$ cat src/rtl/ia_pkg.sv
package ia_pkg;
  localparam int IA_NUM_REGS = 16;
  localparam int IA_DATA_W   = 16;
  localparam int IA_NUM_ADD  = 2;
  localparam int IA_ADD_LAT  = 3;
  localparam int IA_RET_W    = 16;

  // value every register takes at reset
  function automatic logic [63:0] seed_word(input int unsigned idx);
    return 64'(idx) + 64'd1;
  endfunction

  // index width that never collapses to zero bits
  function automatic int safe_clog2(input int unsigned n);
    return (n > 1) ? $clog2(n) : 1;
  endfunction
endpackage

$ cat src/rtl/ia_regfile.sv
module ia_regfile #(
  parameter int NUM_REGS = 16,
  parameter int DATA_W   = 16,
  parameter int NUM_WR   = 2,
  localparam int AW      = ia_pkg::safe_clog2(NUM_REGS)
) (
  input  logic                     clk,
  input  logic                     rst_n,
  input  logic [NUM_WR-1:0]        we,
  input  logic [NUM_WR*AW-1:0]     waddr,
  input  logic [NUM_WR*DATA_W-1:0] wdata,
  input  logic [AW-1:0]            raddr_a,
  input  logic [AW-1:0]            raddr_b,
  output logic [DATA_W-1:0]        rdata_a,
  output logic [DATA_W-1:0]        rdata_b
);
  logic [DATA_W-1:0] mem [NUM_REGS];

  always_ff @(posedge clk) begin
    if (!rst_n) begin
      for (int r = 0; r < NUM_REGS; r++) mem[r] <= DATA_W'(ia_pkg::seed_word(r));
    end else begin
      for (int w = 0; w < NUM_WR; w++)
        if (we[w]) mem[waddr[w*AW +: AW]] <= wdata[w*DATA_W +: DATA_W];
    end
  end

  // write-then-read within one cycle: a live write wins over the stored word
  always_comb begin
    rdata_a = mem[raddr_a];
    rdata_b = mem[raddr_b];
    for (int w = 0; w < NUM_WR; w++) begin
      if (we[w] && waddr[w*AW +: AW] == raddr_a) rdata_a = wdata[w*DATA_W +: DATA_W];
      if (we[w] && waddr[w*AW +: AW] == raddr_b) rdata_b = wdata[w*DATA_W +: DATA_W];
    end
  end
endmodule

$ cat src/rtl/ia_scoreboard.sv
module ia_scoreboard #(
  parameter int NUM_REGS = 16,
  parameter int NUM_ADD  = 2,
  localparam int AW      = ia_pkg::safe_clog2(NUM_REGS),
  localparam int UW      = ia_pkg::safe_clog2(NUM_ADD)
) (
  input  logic                  clk,
  input  logic                  rst_n,
  input  logic                  set_en,
  input  logic [AW-1:0]         set_addr,
  input  logic [UW-1:0]         set_unit,
  input  logic [NUM_ADD-1:0]    clr_en,
  input  logic [NUM_ADD*AW-1:0] clr_addr,
  input  logic [AW-1:0]         query_a,
  input  logic [AW-1:0]         query_b,
  output logic                  ready_a,
  output logic                  ready_b,
  output logic [NUM_REGS-1:0]   pending
);
  logic [UW-1:0]       owner [NUM_REGS];
  logic [NUM_REGS-1:0] release_now;

  // only the adder that holds the newest claim may release a register
  always_comb begin
    release_now = '0;
    for (int r = 0; r < NUM_REGS; r++)
      for (int u = 0; u < NUM_ADD; u++)
        if (clr_en[u] && clr_addr[u*AW +: AW] == AW'(r) && owner[r] == UW'(u))
          release_now[r] = 1'b1;
  end

  always_ff @(posedge clk) begin
    if (!rst_n) begin
      pending <= '0;
      for (int r = 0; r < NUM_REGS; r++) owner[r] <= '0;
    end else begin
      for (int r = 0; r < NUM_REGS; r++) begin
        if (set_en && set_addr == AW'(r)) begin
          pending[r] <= 1'b1;
          owner[r]   <= set_unit;
        end else if (release_now[r]) begin
          pending[r] <= 1'b0;
        end
      end
    end
  end

  assign ready_a = !pending[query_a] || release_now[query_a];
  assign ready_b = !pending[query_b] || release_now[query_b];

  // a new claim is visible as pending in the next cycle
  a_r7_claim_marks: assert property (@(posedge clk) disable iff (!rst_n)
    set_en |=> pending[$past(set_addr)]);
endmodule

$ cat src/rtl/ia_exec_unit.sv
module ia_exec_unit #(
  parameter int DATA_W  = 16,
  parameter int AW      = 4,
  parameter int ADD_LAT = 3,
  localparam int CW     = ia_pkg::safe_clog2(ADD_LAT)
) (
  input  logic              clk,
  input  logic              rst_n,
  input  logic              start,
  input  logic [AW-1:0]     dst,
  input  logic [DATA_W-1:0] op_a,
  input  logic [DATA_W-1:0] op_b,
  output logic              busy,
  output logic              wb_en,
  output logic [AW-1:0]     wb_addr,
  output logic [DATA_W-1:0] wb_data
);
  logic [CW-1:0]     step;
  logic [AW-1:0]     hold_dst;
  logic [DATA_W-1:0] hold_sum;
  logic              last_step;

  assign last_step = busy && (step == CW'(ADD_LAT - 1));

  always_ff @(posedge clk) begin
    if (!rst_n) begin
      busy     <= 1'b0;
      step     <= '0;
      hold_dst <= '0;
      hold_sum <= '0;
      wb_en    <= 1'b0;
      wb_addr  <= '0;
      wb_data  <= '0;
    end else begin
      wb_en <= last_step;
      if (last_step) begin
        wb_addr <= hold_dst;
        wb_data <= hold_sum;
      end
      if (start) begin
        busy     <= 1'b1;
        step     <= '0;
        hold_dst <= dst;
        hold_sum <= op_a + op_b;
      end else if (last_step) begin
        busy <= 1'b0;
      end else if (busy) begin
        step <= step + CW'(1);
      end
    end
  end

  // never handed work while occupied
  a_r5_no_start_busy: assert property (@(posedge clk) disable iff (!rst_n)
    start |-> !busy);
  // occupancy advances one step per cycle
  a_r5_busy_advance: assert property (@(posedge clk) disable iff (!rst_n)
    (busy && !last_step) |=> busy && step == $past(step) + CW'(1));
  // the write follows the final execute cycle
  a_r5_write_after_last: assert property (@(posedge clk) disable iff (!rst_n)
    last_step |=> wb_en);
endmodule

$ cat src/rtl/ia_add_pipe.sv
module ia_add_pipe #(
  parameter int NUM_REGS = ia_pkg::IA_NUM_REGS,
  parameter int DATA_W   = ia_pkg::IA_DATA_W,
  parameter int NUM_ADD  = ia_pkg::IA_NUM_ADD,
  parameter int ADD_LAT  = ia_pkg::IA_ADD_LAT,
  parameter int RET_W    = ia_pkg::IA_RET_W,
  localparam int ADDR_W  = ia_pkg::safe_clog2(NUM_REGS),
  localparam int UW      = ia_pkg::safe_clog2(NUM_ADD)
) (
  input  logic                      clk,
  input  logic                      rst_n,
  input  logic                      in_valid,
  input  logic [ADDR_W-1:0]         in_dst,
  input  logic [ADDR_W-1:0]         in_src_a,
  input  logic [ADDR_W-1:0]         in_src_b,
  output logic                      stall,
  output logic [NUM_ADD-1:0]        wb_en,
  output logic [NUM_ADD*ADDR_W-1:0] wb_addr,
  output logic [NUM_ADD*DATA_W-1:0] wb_data,
  output logic [RET_W-1:0]          retire_count
);
  // decode stage
  logic              dec_valid;
  logic [ADDR_W-1:0] dec_dst, dec_sa, dec_sb;

  logic               src_a_ok, src_b_ok;
  logic [DATA_W-1:0]  opnd_a, opnd_b;
  logic [NUM_ADD-1:0] unit_busy;
  logic [UW-1:0]      pick;
  logic               any_free;
  logic               issue;
  logic               accept;
  logic [NUM_REGS-1:0] pend_vec;

  always_comb begin
    pick     = '0;
    any_free = 1'b0;
    for (int u = NUM_ADD - 1; u >= 0; u--)
      if (!unit_busy[u]) begin
        pick     = UW'(u);
        any_free = 1'b1;
      end
  end

  assign issue  = dec_valid && src_a_ok && src_b_ok && any_free;
  assign stall  = dec_valid && !issue;
  assign accept = in_valid && !stall;

  always_ff @(posedge clk) begin
    if (!rst_n) begin
      dec_valid <= 1'b0;
      dec_dst   <= '0;
      dec_sa    <= '0;
      dec_sb    <= '0;
    end else if (accept) begin
      dec_valid <= 1'b1;
      dec_dst   <= in_dst;
      dec_sa    <= in_src_a;
      dec_sb    <= in_src_b;
    end else if (issue) begin
      dec_valid <= 1'b0;
    end
  end

  ia_regfile #(.NUM_REGS(NUM_REGS), .DATA_W(DATA_W), .NUM_WR(NUM_ADD)) u_rf (
    .clk(clk), .rst_n(rst_n),
    .we(wb_en), .waddr(wb_addr), .wdata(wb_data),
    .raddr_a(dec_sa), .raddr_b(dec_sb),
    .rdata_a(opnd_a), .rdata_b(opnd_b)
  );

  ia_scoreboard #(.NUM_REGS(NUM_REGS), .NUM_ADD(NUM_ADD)) u_sb (
    .clk(clk), .rst_n(rst_n),
    .set_en(issue), .set_addr(dec_dst), .set_unit(pick),
    .clr_en(wb_en), .clr_addr(wb_addr),
    .query_a(dec_sa), .query_b(dec_sb),
    .ready_a(src_a_ok), .ready_b(src_b_ok),
    .pending(pend_vec)
  );

  for (genvar gu = 0; gu < NUM_ADD; gu++) begin : g_add
    ia_exec_unit #(.DATA_W(DATA_W), .AW(ADDR_W), .ADD_LAT(ADD_LAT)) u_exec (
      .clk(clk), .rst_n(rst_n),
      .start(issue && pick == UW'(gu)),
      .dst(dec_dst), .op_a(opnd_a), .op_b(opnd_b),
      .busy(unit_busy[gu]),
      .wb_en(wb_en[gu]),
      .wb_addr(wb_addr[gu*ADDR_W +: ADDR_W]),
      .wb_data(wb_data[gu*DATA_W +: DATA_W])
    );
  end

  always_ff @(posedge clk) begin
    if (!rst_n) retire_count <= '0;
    else        retire_count <= retire_count + RET_W'($countones(wb_en));
  end

  // a held operation stays put
  a_r9_hold_stable: assert property (@(posedge clk) disable iff (!rst_n)
    stall |=> dec_valid && $stable({dec_dst, dec_sa, dec_sb}));
  // count follows the number of writes
  a_r8_retire_step: assert property (@(posedge clk) disable iff (!rst_n)
    1'b1 |=> retire_count == $past(retire_count) + RET_W'($countones($past(wb_en))));
  // in-order single issue keeps write cycles distinct
  a_r10_one_write: assert property (@(posedge clk) disable iff (!rst_n)
    $onehot0(wb_en));
  // input never taken while held
  a_r6_no_take_held: assert property (@(posedge clk) disable iff (!rst_n)
    (stall && in_valid) |=> dec_valid && $stable(dec_dst));
endmodule

$ cat config.mk
export PLATFORM = sky130hd
export DESIGN_NAME = ia_add_pipe
export DESIGN_NICKNAME = d
export VERILOG_FILES = /design/src/rtl/ia_pkg.sv /design/src/rtl/ia_regfile.sv /design/src/rtl/ia_scoreboard.sv /design/src/rtl/ia_exec_unit.sv /design/src/rtl/ia_add_pipe.sv
export SDC_FILE = /design/constraint.sdc
export NUM_CORES = 1
export LEC_CHECK = 0
export ABC_AREA = 1
export BUFFER_PORTS_ARGS = -buffer_cell sky130_fd_sc_hd__buf_2
export CELL_PAD_IN_SITES_DETAIL_PLACEMENT = 0
export CELL_PAD_IN_SITES_GLOBAL_PLACEMENT = 2
export CORE_MARGIN = 8
export CORE_UTILIZATION = 30
export DETAILED_ROUTE_END_ITERATION = 16
export GPL_ROUTABILITY_DRIVEN = 1
export PLACE_DENSITY = 0.73
export SLEW_MARGIN = 0
export SYNTH_ARGS = -nofsm -noshare
export SYNTH_HDL_FRONTEND = slang
export SYNTH_SLANG_ARGS = --single-unit
$ cat constraint.sdc
create_clock -name clk -period 5.5 [get_ports clk]
set_input_delay 0.55 -clock clk [delete_from_list [all_inputs] [get_ports clk]]
set_output_delay 0.55 -clock clk [all_outputs]
set_load 0.1 [all_outputs]
==> flow_metrics.tcl, run 1 <==
set metrics [dict create \
    final_max_slew_viol_count 0 \
    criticalPathCategory "register to register" \
    synth_most_common_cell "o21ai_0" \
    grt_antenna_before_repair 0 \
    crit_fanout 27 \
    whs_endpoint "dec_dst[3]$_SDFFE_PN0P_" \
    power.density_nw_per_um2 329 \
    via_count 22100 \
    holdBufCountCts 0 \
    die_y_um 293 \
    cts.clk_slew.worst_paths_ns 0.06 \
    finalHoldViolations 0 \
    fin_util_pct 34.1 \
    fin_worst_skew_ns 0.0432 \
    vdd_ir_drop_max_mv 0.231 \
    cp_slowest_cell "dfxtp_1" \
    grt_use_total_pct 21.1 \
    synth_area_um2 23000 \
    synth_edf_count 272 \
    syn_area_per_cell_um2 8.02 \
    viasPerCell 5.70 \
    end_kind "register" \
    required_ns 6.01 \
    path_delay_family "compound AO/OA/AOI/OAI gates" \
    grt_max_degree 131 \
    synth_flop_cell "edfxtp_1" \
    crit_start "dec_sa[1]$_SDFFE_PN0P_" \
    io_buffers 73 \
    die_w_um 293 \
    synthDistinctLibCells 40 \
    status "finished clean" \
    initialDrtViolationCount 2650 \
    synth_top_cell_area_share_pct 35.5 \
    fin_crit_sh_pct 84.1 \
    clock_sinks 413 \
    io_pins 74 \
    first_pass_iters 5 \
    ys_seq_elements 413 \
    avgRoutedWirePerCell_um 24.5 \
    rows 101 \
    timing.rr.end "g_add[1].u_exec.hold_sum[10]$_SDFFE_PN0P_" \
    area_growth_pct 12.6 \
    final_antenna_net_count 0 \
    hold_start "in_dst[3]" \
    grt_pass1_wl_mm 138 \
    slew_headroom_pct 20.7 \
    p_leak_nw 9.19 \
    htreeDepth 2 \
    finalWirelength_mm 94.9 \
    fillers 8006 \
    yosys-top-cells-count "371 x o21ai_0, 308 x a21oi_1, 298 x nand2_1" \
    min_path_cells 5 \
    routabilityCongestion 0.878 \
    max_stage_delay_ns 0.67 \
    drcViolationCount 0 \
    min_path_type "primary input to register" \
    core-area_um2 75900 \
    drive_gt1_share_pct 7.84 \
    post-route-min-period_ns 4.63 \
    rr_worst_depth 21 \
    worst_pin_slew_ns 1.19 \
    cts_resized 0 \
    path_cells "clkinv_1 > o22ai_1 > inv_1 > nand4_1 > buf_4 > clkinv_1 > buf_4 > a21oi_1 > nand2_1 > o21ai_0 > ha_1 > inv_1 > fa_1 > o21ai_0 > nand3_1 > nand2_1 > nand3_1 > nand2_1 > a21boi_0 > xor2_1 > o21ai_0" \
    clk_latency_ns 0.62 \
    r2r_start "dec_sa[1]$_SDFFE_PN0P_" \
    reg2reg_slack_ns 0.87 \
    final_area_um2 25900 \
    initial_core_util_pct 30.3 \
    yosysTopAreaCell "edfxtp_1" \
    finalSetupViolations 0 \
    synth_async_sr_flop_share_pct 0 \
    syn_inst 2865 \
    numCtsBuffers 48 \
    grt_pass1_vias 20600 \
    place_area_um2 24200 \
    fin_hold_ws_ns 0.289 \
    finalSetupTns_ns 0 \
    antennaDiodeCount 0 \
    critPathBufInv 6 \
    ys_top_cells_by_area "edfxtp_1 36%, dfxtp_1 12%, o21ai_0 8.1%, a21oi_1 6.7%, o22ai_1 6.4%" \
    p_total_mw 8.51 \
    dp_hpwl_mm 64.0 \
    worstSetupStartpointType "register" \
    nets 2843 \
    grt_setup_unrepaired "no" \
    cts_buffer_depth 3 \
    cts_setup_buffers 0 \
    cap_violations 0 \
    gr-total-overflow 0 \
    syn_nets 2900 \
    yosys_warnings 0 \
    cts-root-buf "clkbuf_16" \
    synth_seq_area_share_pct 47.8 \
    tritoncts "yes" \
    dieArea_um2 85700 \
    fmax_ghz 0.216 \
    crit_arrival_ns 5.13 \
]
==> flip-flops by register name (all words and copies together), names as in the netlist, named ones only <==
name                   flops
g_add.u_exec.wb_en         2
u_rf.mem                 256
g_add.u_exec.wb_data      32
dec_dst                    4
dec_sa                     4
g_add.u_exec.step          4
dec_valid                  1
g_add.u_exec.hold_sum     32
dec_sb                     4
retire_count              16
g_add.u_exec.hold_dst      8
g_add.u_exec.wb_addr       8
g_add.u_exec.busy          2
u_sb.pending              16
u_sb.owner                16
==> metal layers <==
metal | GRT usage (%) | part of all wire, %
met5 | 0 | 0
met4 | 5.68 | 2.6
met3 | 3.41 | 8.6
met2 | 33.0 | 45
met1 | 29.9 | 44
==> worst register-to-register path, delay by kind of cell (launching register included) <==
| family | cells | cell delay, ns |
|---|---|---|
| adder cells (fa/ha/maj) | 2 | 0.67 |
| buffers and inverters | 6 | 1.06 |
| AO/OA/AOI/OAI | 6 | 1.29 |
| XOR/XNOR | 1 | 0.16 |
| flip-flops | 1 | 0.67 |
| AND/OR/NAND/NOR | 6 | 0.69 |
==> how the worst max path moves through the flow <==
| stage | to | slack (ns) | depth (start not counted) |
|---|---|---|---|
| after floorplan | g_add[0].u_exec.hold_sum[10]$_SDFFE_PN0P_ | 1.33 | 21 |
| after global placement | g_add[0].u_exec.hold_sum[10]$_SDFFE_PN0P_ | 0.92 | 21 |
| after detailed placement | g_add[1].u_exec.hold_sum[10]$_SDFFE_PN0P_ | 0.91 | 21 |
| after CTS | g_add[1].u_exec.hold_sum[10]$_SDFFE_PN0P_ | 0.90 | 21 |
| after global routing | g_add[1].u_exec.hold_sum[10]$_SDFFE_PN0P_ | 0.53 | 21 |
| final | g_add[1].u_exec.hold_sum[10]$_SDFFE_PN0P_ | 0.87 | 21 |
==> report_power, final <==
part | leakage [nW] | internal (mW) | switching (mW) | total (mW)
Clock | 0.842 | 2.09 | 1.42 | 3.51
Sequential | 3.84 | 3.42 | 0.107 | 3.52
Combinational | 4.51 | 0.437 | 1.04 | 1.47
==> kinds of logic (layout without fill, tap and decap cells) <==
| group | after synthesis | count (layout) | synth area share [%] |
|---|---|---|---|
| DFF | 413 | 413 | 47.8 |
| adders and majority gates | 20 | 20 | 1.15 |
| and+or+nand+nor | 789 | 789 | 14.7 |
| xor gates and xnor gates | 16 | 16 | 0.610 |
| AOI/OAI and AO/OA | 1072 | 1072 | 26.4 |
| buffers and inverters | 555 | 536 | 9.31 |
==> cell usage in the layout (no fill, tap or decap), drive strengths merged, types with 9 or more instances in the layout <==
cell type / instances
o21ai: 371
a21oi: 308
nand2: 300
inv: 287
edfxtp: 272
o22ai: 236
nand3: 235
nor2: 211
dfxtp: 141
buf: 124
clkbuf: 62
a211oi: 57
clkinv: 53
o211ai: 42
a22oi: 33
nor3: 20
o32ai: 18
ha: 18
xor2: 11
nand4: 9
nand3b: 9
==> stage by stage <==
step	setup WS [ns]	cells
finish	0.875	3876
global route	0.525	3876
CTS	0.904	3876
detailed placement	0.909	3788
global placement	0.922	3788
floorplan	1.33	2865
==> cell type report <==
type	instances	area, um2	share of cell area, %
flip-flops and latches	413	11000	42.5
clock buffers	62	1450	5.58
multi-input cells	1897	9860	38.1
well taps	1030	1290	4.98
clock inverters	26	267	1.03
repair buffers	124	813	3.14
inverters	324	1220	4.70
Note: power is estimated with default switching activity, not from simulation.
==> inputs of run 2 (changes only) <==
PLACE_DENSITY = 0.76   (was 0.73)
clock period = 3.95 ns   (was 5.5 ns; I/O delays follow)
==> run 2 against run 1 <==
Largest cell class unchanged. Utilization up 1.4 points. Setup slack worse by 0.62 ns. Routed wire length down 0.19%. Clock power up 25%. Die area unchanged. First-iteration DRC count up 1.6%. Critical path depth down 3. Total power up 37%. Critical endpoint is now g_add[1].u_exec.hold_sum[9]$_SDFFE_PN0P_.
==> flow_metrics.tcl, run 2 (synthesized netlist as in run 1, its figures left out) <==
set metrics [dict create \
    numCtsBuffers 47 \
    fin_crit_sh_pct 93.6 \
    finalWirelength_mm 94.7 \
    worstSetupStartpointType "register" \
    reg_top3 "u_rf.mem x256, g_add.u_exec.hold_sum x32, g_add.u_exec.wb_data x32" \
    tritoncts "yes" \
    finalSetupViolations 0 \
    area_growth_pct 17.1 \
    switching_share_pct 30.5 \
    grt_use_total_pct 20.9 \
    largest_reg_flops 256 \
    end_kind "register" \
    die_y_um 293 \
    switching_power_mw 3.55 \
    dp_hpwl_mm 65.7 \
    first_pass_iters 6 \
    holdBufCountCts 0 \
    required_ns 4.49 \
    stdcell_count 4005 \
    cts_buffer_depth 3 \
    criticalPathCategory "register to register" \
    finalSetupTns_ns 0 \
    crit_fanout 14 \
    grt_pass1_wl_mm 139 \
    cp_slowest_cell "o32ai_1" \
    cpMostUsedCell "o21ai_0" \
    min_path_type "primary input to register" \
    die_w_um 293 \
    dp_cells 3909 \
    preCtsSetupSlack_ns -0.0530 \
    p_clk_share_pct 37.7 \
    rows 101 \
    core-area_um2 75900 \
    cts.clk_slew.worst_paths_ns 0.07 \
    via_count 22700 \
    vdd_ir_drop_max_mv 0.259 \
    top_register "u_rf.mem" \
    cap_violations 0 \
    antennaDiodeCount 0 \
    fin_ws_ns 0.251 \
    layout_common_cells "366 x o21ai_0, 307 x a21oi_1, 297 x nand2_1" \
    io_pins 74 \
    worst_pin_slew_ns 1.22 \
    max_stage_delay_ns 0.51 \
    viasPerCell 5.66 \
    final_antenna_net_count 0 \
    power.density_nw_per_um2 431 \
    clk_latency_ns 0.60 \
    gr-total-overflow 0 \
    initialDrtViolationCount 2693 \
    status "finished clean" \
    cts-root-buf "clkbuf_16" \
    path_cells "clkinv_1 > buf_4 > nor2_1 > o21ai_1 > nor2_1 > o32ai_1 > buf_4 > o21ai_0 > o21ai_0 > ha_1 > a21oi_1 > a21boi_2 > o21ai_0 > a21oi_1 > o21bai_1 > xor2_1 > nand3_1 > nand2_1" \
    clock_sinks 413 \
    final_common_cell "o21ai_0" \
    io_buffers 73 \
    finalHoldViolations 0 \
    comb_power_share_pct 20.3 \
    dieArea_um2 85700 \
    avgRoutedWirePerCell_um 23.6 \
    post-route-min-period_ns 3.70 \
    fin_worst_skew_ns 0.0329 \
    drcViolationCount 0 \
    grt_antenna_before_repair 1 \
    grt_setup_unrepaired "no" \
    final_max_slew_viol_count 0 \
    htreeDepth 2 \
    nets 2972 \
    p_int_mw 8.07 \
    crit_arrival_ns 4.24 \
    grt_pass1_vias 21300 \
    fmax_ghz 0.270 \
    initial_core_util_pct 30.3 \
    p_leak_nw 9.78 \
    routabilityCongestion 0.906 \
    seq_power_share_pct 42.0 \
    drive_gt1_share_pct 11.8 \
    slew_headroom_pct 18.2 \
    grt_max_degree 80 \
]
-- run 2: cell types whose count changed in the layout (fill, tap and decap cells not counted), sizes merged --
cell      delta
clkinvlp     -3
inv          -2
buf        +128
clkbuf       +3
clkinv       +5
bufinv       -2
-- run 2: per-stage QoR --
stage	area, um2	total power, mW	utilization, %	hold slack (ns)
floorplan	23000	6.28	-	0.440
global placement	25200	7.20	33.2	0.448
detailed placement	25200	7.20	33.2	0.451
CTS	26700	11.6	35.2	0.113
global route	26900	12.1	35.4	0.152
finish	26900	11.6	35.4	0.132
-- run 2: timing repair --
item,4_1_cts,5_1_grt
gates cloned,0,1
endpoints found under the setup margin,3,21
resized for setup,2,19
setup buffers,0,8
-- run 2: final timing paths --
| kind | endpoint | start | slack, ns | cells past startpoint |
|---|---|---|---|---|
| worst max register to register | g_add[1].u_exec.hold_sum[9]$_SDFFE_PN0P_ | register | 0.25 | 18 |
| worst max-delay path | g_add[1].u_exec.hold_sum[9]$_SDFFE_PN0P_ | register | 0.25 | 18 |
| worst min register to register | g_add[1].u_exec.hold_sum[12]$_SDFFE_PN0P_ | g_add[1].u_exec.hold_sum[12]$_SDFFE_PN0P_ | 0.46 | 2 |
| worst min-delay path | dec_dst[1]$_SDFFE_PN0P_ | in_dst[1] | 0.13 | 5 |
-- run 2: final cells by class --
cell class,instances,area [um2]
clock inverters,24,218
multi-input cells,1897,9920
well taps,1030,1290
fillers,7871,49000
flip-flops and latches,413,11000
clock buffers,63,1290
repair buffers,254,1980
inverters,324,1220
-- run 2: critical path: cells and delay by family, from the launching register on --
family	cells	cell delay, ns
AOI/OAI and AO/OA	9	1.87
buffers and inverters	3	0.56
DFF	1	0.39
adders and majority gates	1	0.29
and+or+nand+nor	4	0.33
xor gates and xnor gates	1	0.21
-- run 2: layer usage --
metal / up-vias / track usage, % / wire, um
met1: 11000 / 29.0 / 41000
met5: - / 0 / 0
met2: 1138 / 32.8 / 42300
li1: 10400 / - / -
met4: 0 / 6.45 / 2720
met3: 165 / 3.92 / 8660
-- run 2: power by group through the flow --
stage | clock network [mW] | logic (mW) | registers, mW
floorplan | 0 | 1.37 | 4.91
detailed placement | 0 | 2.23 | 4.98
global route | 4.60 | 2.57 | 4.89
CTS | 4.44 | 2.24 | 4.88
finish | 4.38 | 2.36 | 4.88
global placement | 0 | 2.23 | 4.97
==> inputs of run 3 (changes only) <==
PLACE_DENSITY = 0.71   (was 0.76)
clock period = 4.09 ns   (was 3.95 ns; I/O delays follow)
==> run 3 against run 2 <==
Setup slack lost 0.079 ns. Critical path depth decreased by 5. Clock skew decreased by 0.0083 ns. Routed wire length up 5.0%. Largest cell class unchanged. Register-to-register slack worse by 0.07 ns. Final area decreased by 0.44%. Combinational power fell by 6%. Sequential cell count did not move. Critical path type is now register to primary output. Sequential power down 3%. Largest power group unchanged. Clock power is 6.8% higher. Die area is the same.
==> flow_metrics.tcl, run 3 (synthesized netlist as in run 1, its figures left out) <==
set metrics [dict create \
    post-route-min-period_ns 3.92 \
    finalHoldViolations 0 \
    crit_fanout 8 \
    fillers 7944 \
    holdBufCountCts 0 \
    via_count 22600 \
    crit_arrival_ns 3.51 \
    dp_hpwl_mm 69.0 \
    tritoncts "yes" \
    final_antenna_net_count 0 \
    htreeDepth 2 \
    finalWirelength_mm 99.4 \
    dieArea_um2 85700 \
    first_pass_iters 6 \
    status "finished clean" \
    grt_antenna_before_repair 2 \
    finalSetupViolations 0 \
    min_path_type "primary input to register" \
    drive_gt1_share_pct 11.1 \
    grt_pass1_vias 21000 \
    fmax_ghz 0.255 \
    finalSetupTns_ns 0 \
    worst_pin_slew_ns 1.16 \
    numCtsBuffers 47 \
    required_ns 3.68 \
    avgRoutedWirePerCell_um 25.0 \
    clock_sinks 413 \
    die_w_um 293 \
    fin_worst_skew_ns 0.0246 \
    dp_cells 3887 \
    clk_latency_ns 0.60 \
    layout_common_cells "366 x o21ai_0, 308 x a21oi_1, 298 x nand2_1" \
    cts-root-buf "clkbuf_16" \
    top_register "u_rf.mem" \
    grt_max_degree 91 \
    final_max_slew_viol_count 0 \
    p_total_mw 11.6 \
    end_kind "primary output" \
    rows 101 \
    initialDrtViolationCount 2811 \
    io_pins 74 \
    regArea_um2 11000 \
    grt_pass1_wl_mm 144 \
    stdcell_count 3980 \
    fin_crit_sh_pct 95.8 \
    area_growth_pct 16.6 \
    gr-total-overflow 0 \
    multi_input_area_um2 9890 \
    core-area_um2 75900 \
    cap_violations 0 \
    viasPerCell 5.67 \
    final_common_cell "o21ai_0" \
    worstSetupStartpointType "register" \
    slew_headroom_pct 22.2 \
    vdd_ir_drop_max_mv 0.277 \
    fin_util_pct 35.3 \
    p_leak_nw 9.70 \
    routabilityCongestion 0.919 \
    cts_buffer_depth 3 \
    nets 2945 \
    reg_top3 "u_rf.mem x256, g_add.u_exec.hold_sum x32, g_add.u_exec.wb_data x32" \
    cts.clk_slew.worst_paths_ns 0.06 \
    io_buffers 73 \
    largest_reg_flops 256 \
    power.density_nw_per_um2 433 \
    initial_core_util_pct 30.3 \
    fin_hold_ws_ns 0.154 \
    criticalPathCategory "register to primary output" \
    die_y_um 293 \
    drcViolationCount 0 \
    grt_use_total_pct 22.1 \
]
-- run 3: cell types whose count changed in the layout (fill, tap and decap cells not counted), sizes merged, moves of 2 or more --
cell	before	now
inv	285	287
bufinv	3	9
clkinv	58	50
buf	252	226
-- run 3: timing repair --
| action | 4_1_cts | 5_1_grt |
|---|---|---|
| endpoints found under the setup margin | 0 | 15 |
| gates resized for setup | 0 | 17 |
| buffers inserted | 0 | 4 |
-- run 3: worst max-delay path, cell delays in order (launching register included) --
cell and delay (ns):
dfxtp_1 0.51, buf_4 0.23, nand3_1 0.28, nor2_2 0.31, nand2_1 0.15, nand3_1 0.10, nand3_1 0.07, nand3_1 0.14
nand3_1 0.10, nand3_1 0.15, nand3_1 0.26, nand2_1 0.25, inv_1 0.09, clkbuf_4 0.28
-- run 3: power breakdown --
| group | switching [mW] | internal (mW) |
|---|---|---|
| sequential | 0.121 | 4.60 |
| combinational | 1.50 | 0.709 |
| clock | 1.86 | 2.82 |
| total | 3.48 | 8.12 |
-- run 3: layer usage --
metal  vias to the layer above  part of all wire, %  routed length, um  global-route usage (%)
met1                     11000                   45              45100                    31.7
met4                         4                  2.1               2050                    4.96
met3                       151                  9.9               9810                    5.75
li1                      10300                    -                  -                       -
met2                      1090                   43              42400                    32.9
met5                         -                0.023                 23                       0
-- run 3: final cells by class --
type / instances / share of cell area, %
Clock inverter: 23 / 1.30
Timing Repair Buffer: 227 / 6.45
Sequential cell: 413 / 41.1
Multi-Input combinational cell: 1897 / 36.9
Clock buffer: 65 / 4.91
Tap cell: 1030 / 4.81
Inverter: 324 / 4.55
Antenna cell: 1 / 0.00934
-- run 3: path summary, 6_finish.rpt --
check                                                               start  slack (ns)  cells past startpoint                                         to
worst max-delay path                     g_add[1].u_exec.wb_en$_SDFF_PN0_        0.17                     13                                      stall
worst min-delay path                                            in_dst[2]        0.15                      5                    dec_dst[2]$_SDFFE_PN0P_
worst max register to register                                   register        0.18                     17   g_add[1].u_exec.hold_sum[9]$_SDFFE_PN0P_
worst min register to register  g_add[1].u_exec.hold_sum[13]$_SDFFE_PN0P_        0.46                      2  g_add[1].u_exec.hold_sum[13]$_SDFFE_PN0P_
-- run 3: through the flow --
stage,area [um2],setup WS [ns]
after floorplan,23000,0.0262
after global placement,25000,0.201
after detailed placement,25000,0.140
after CTS,26700,0.0920
after global routing,26800,-0.0315
final,26800,0.172
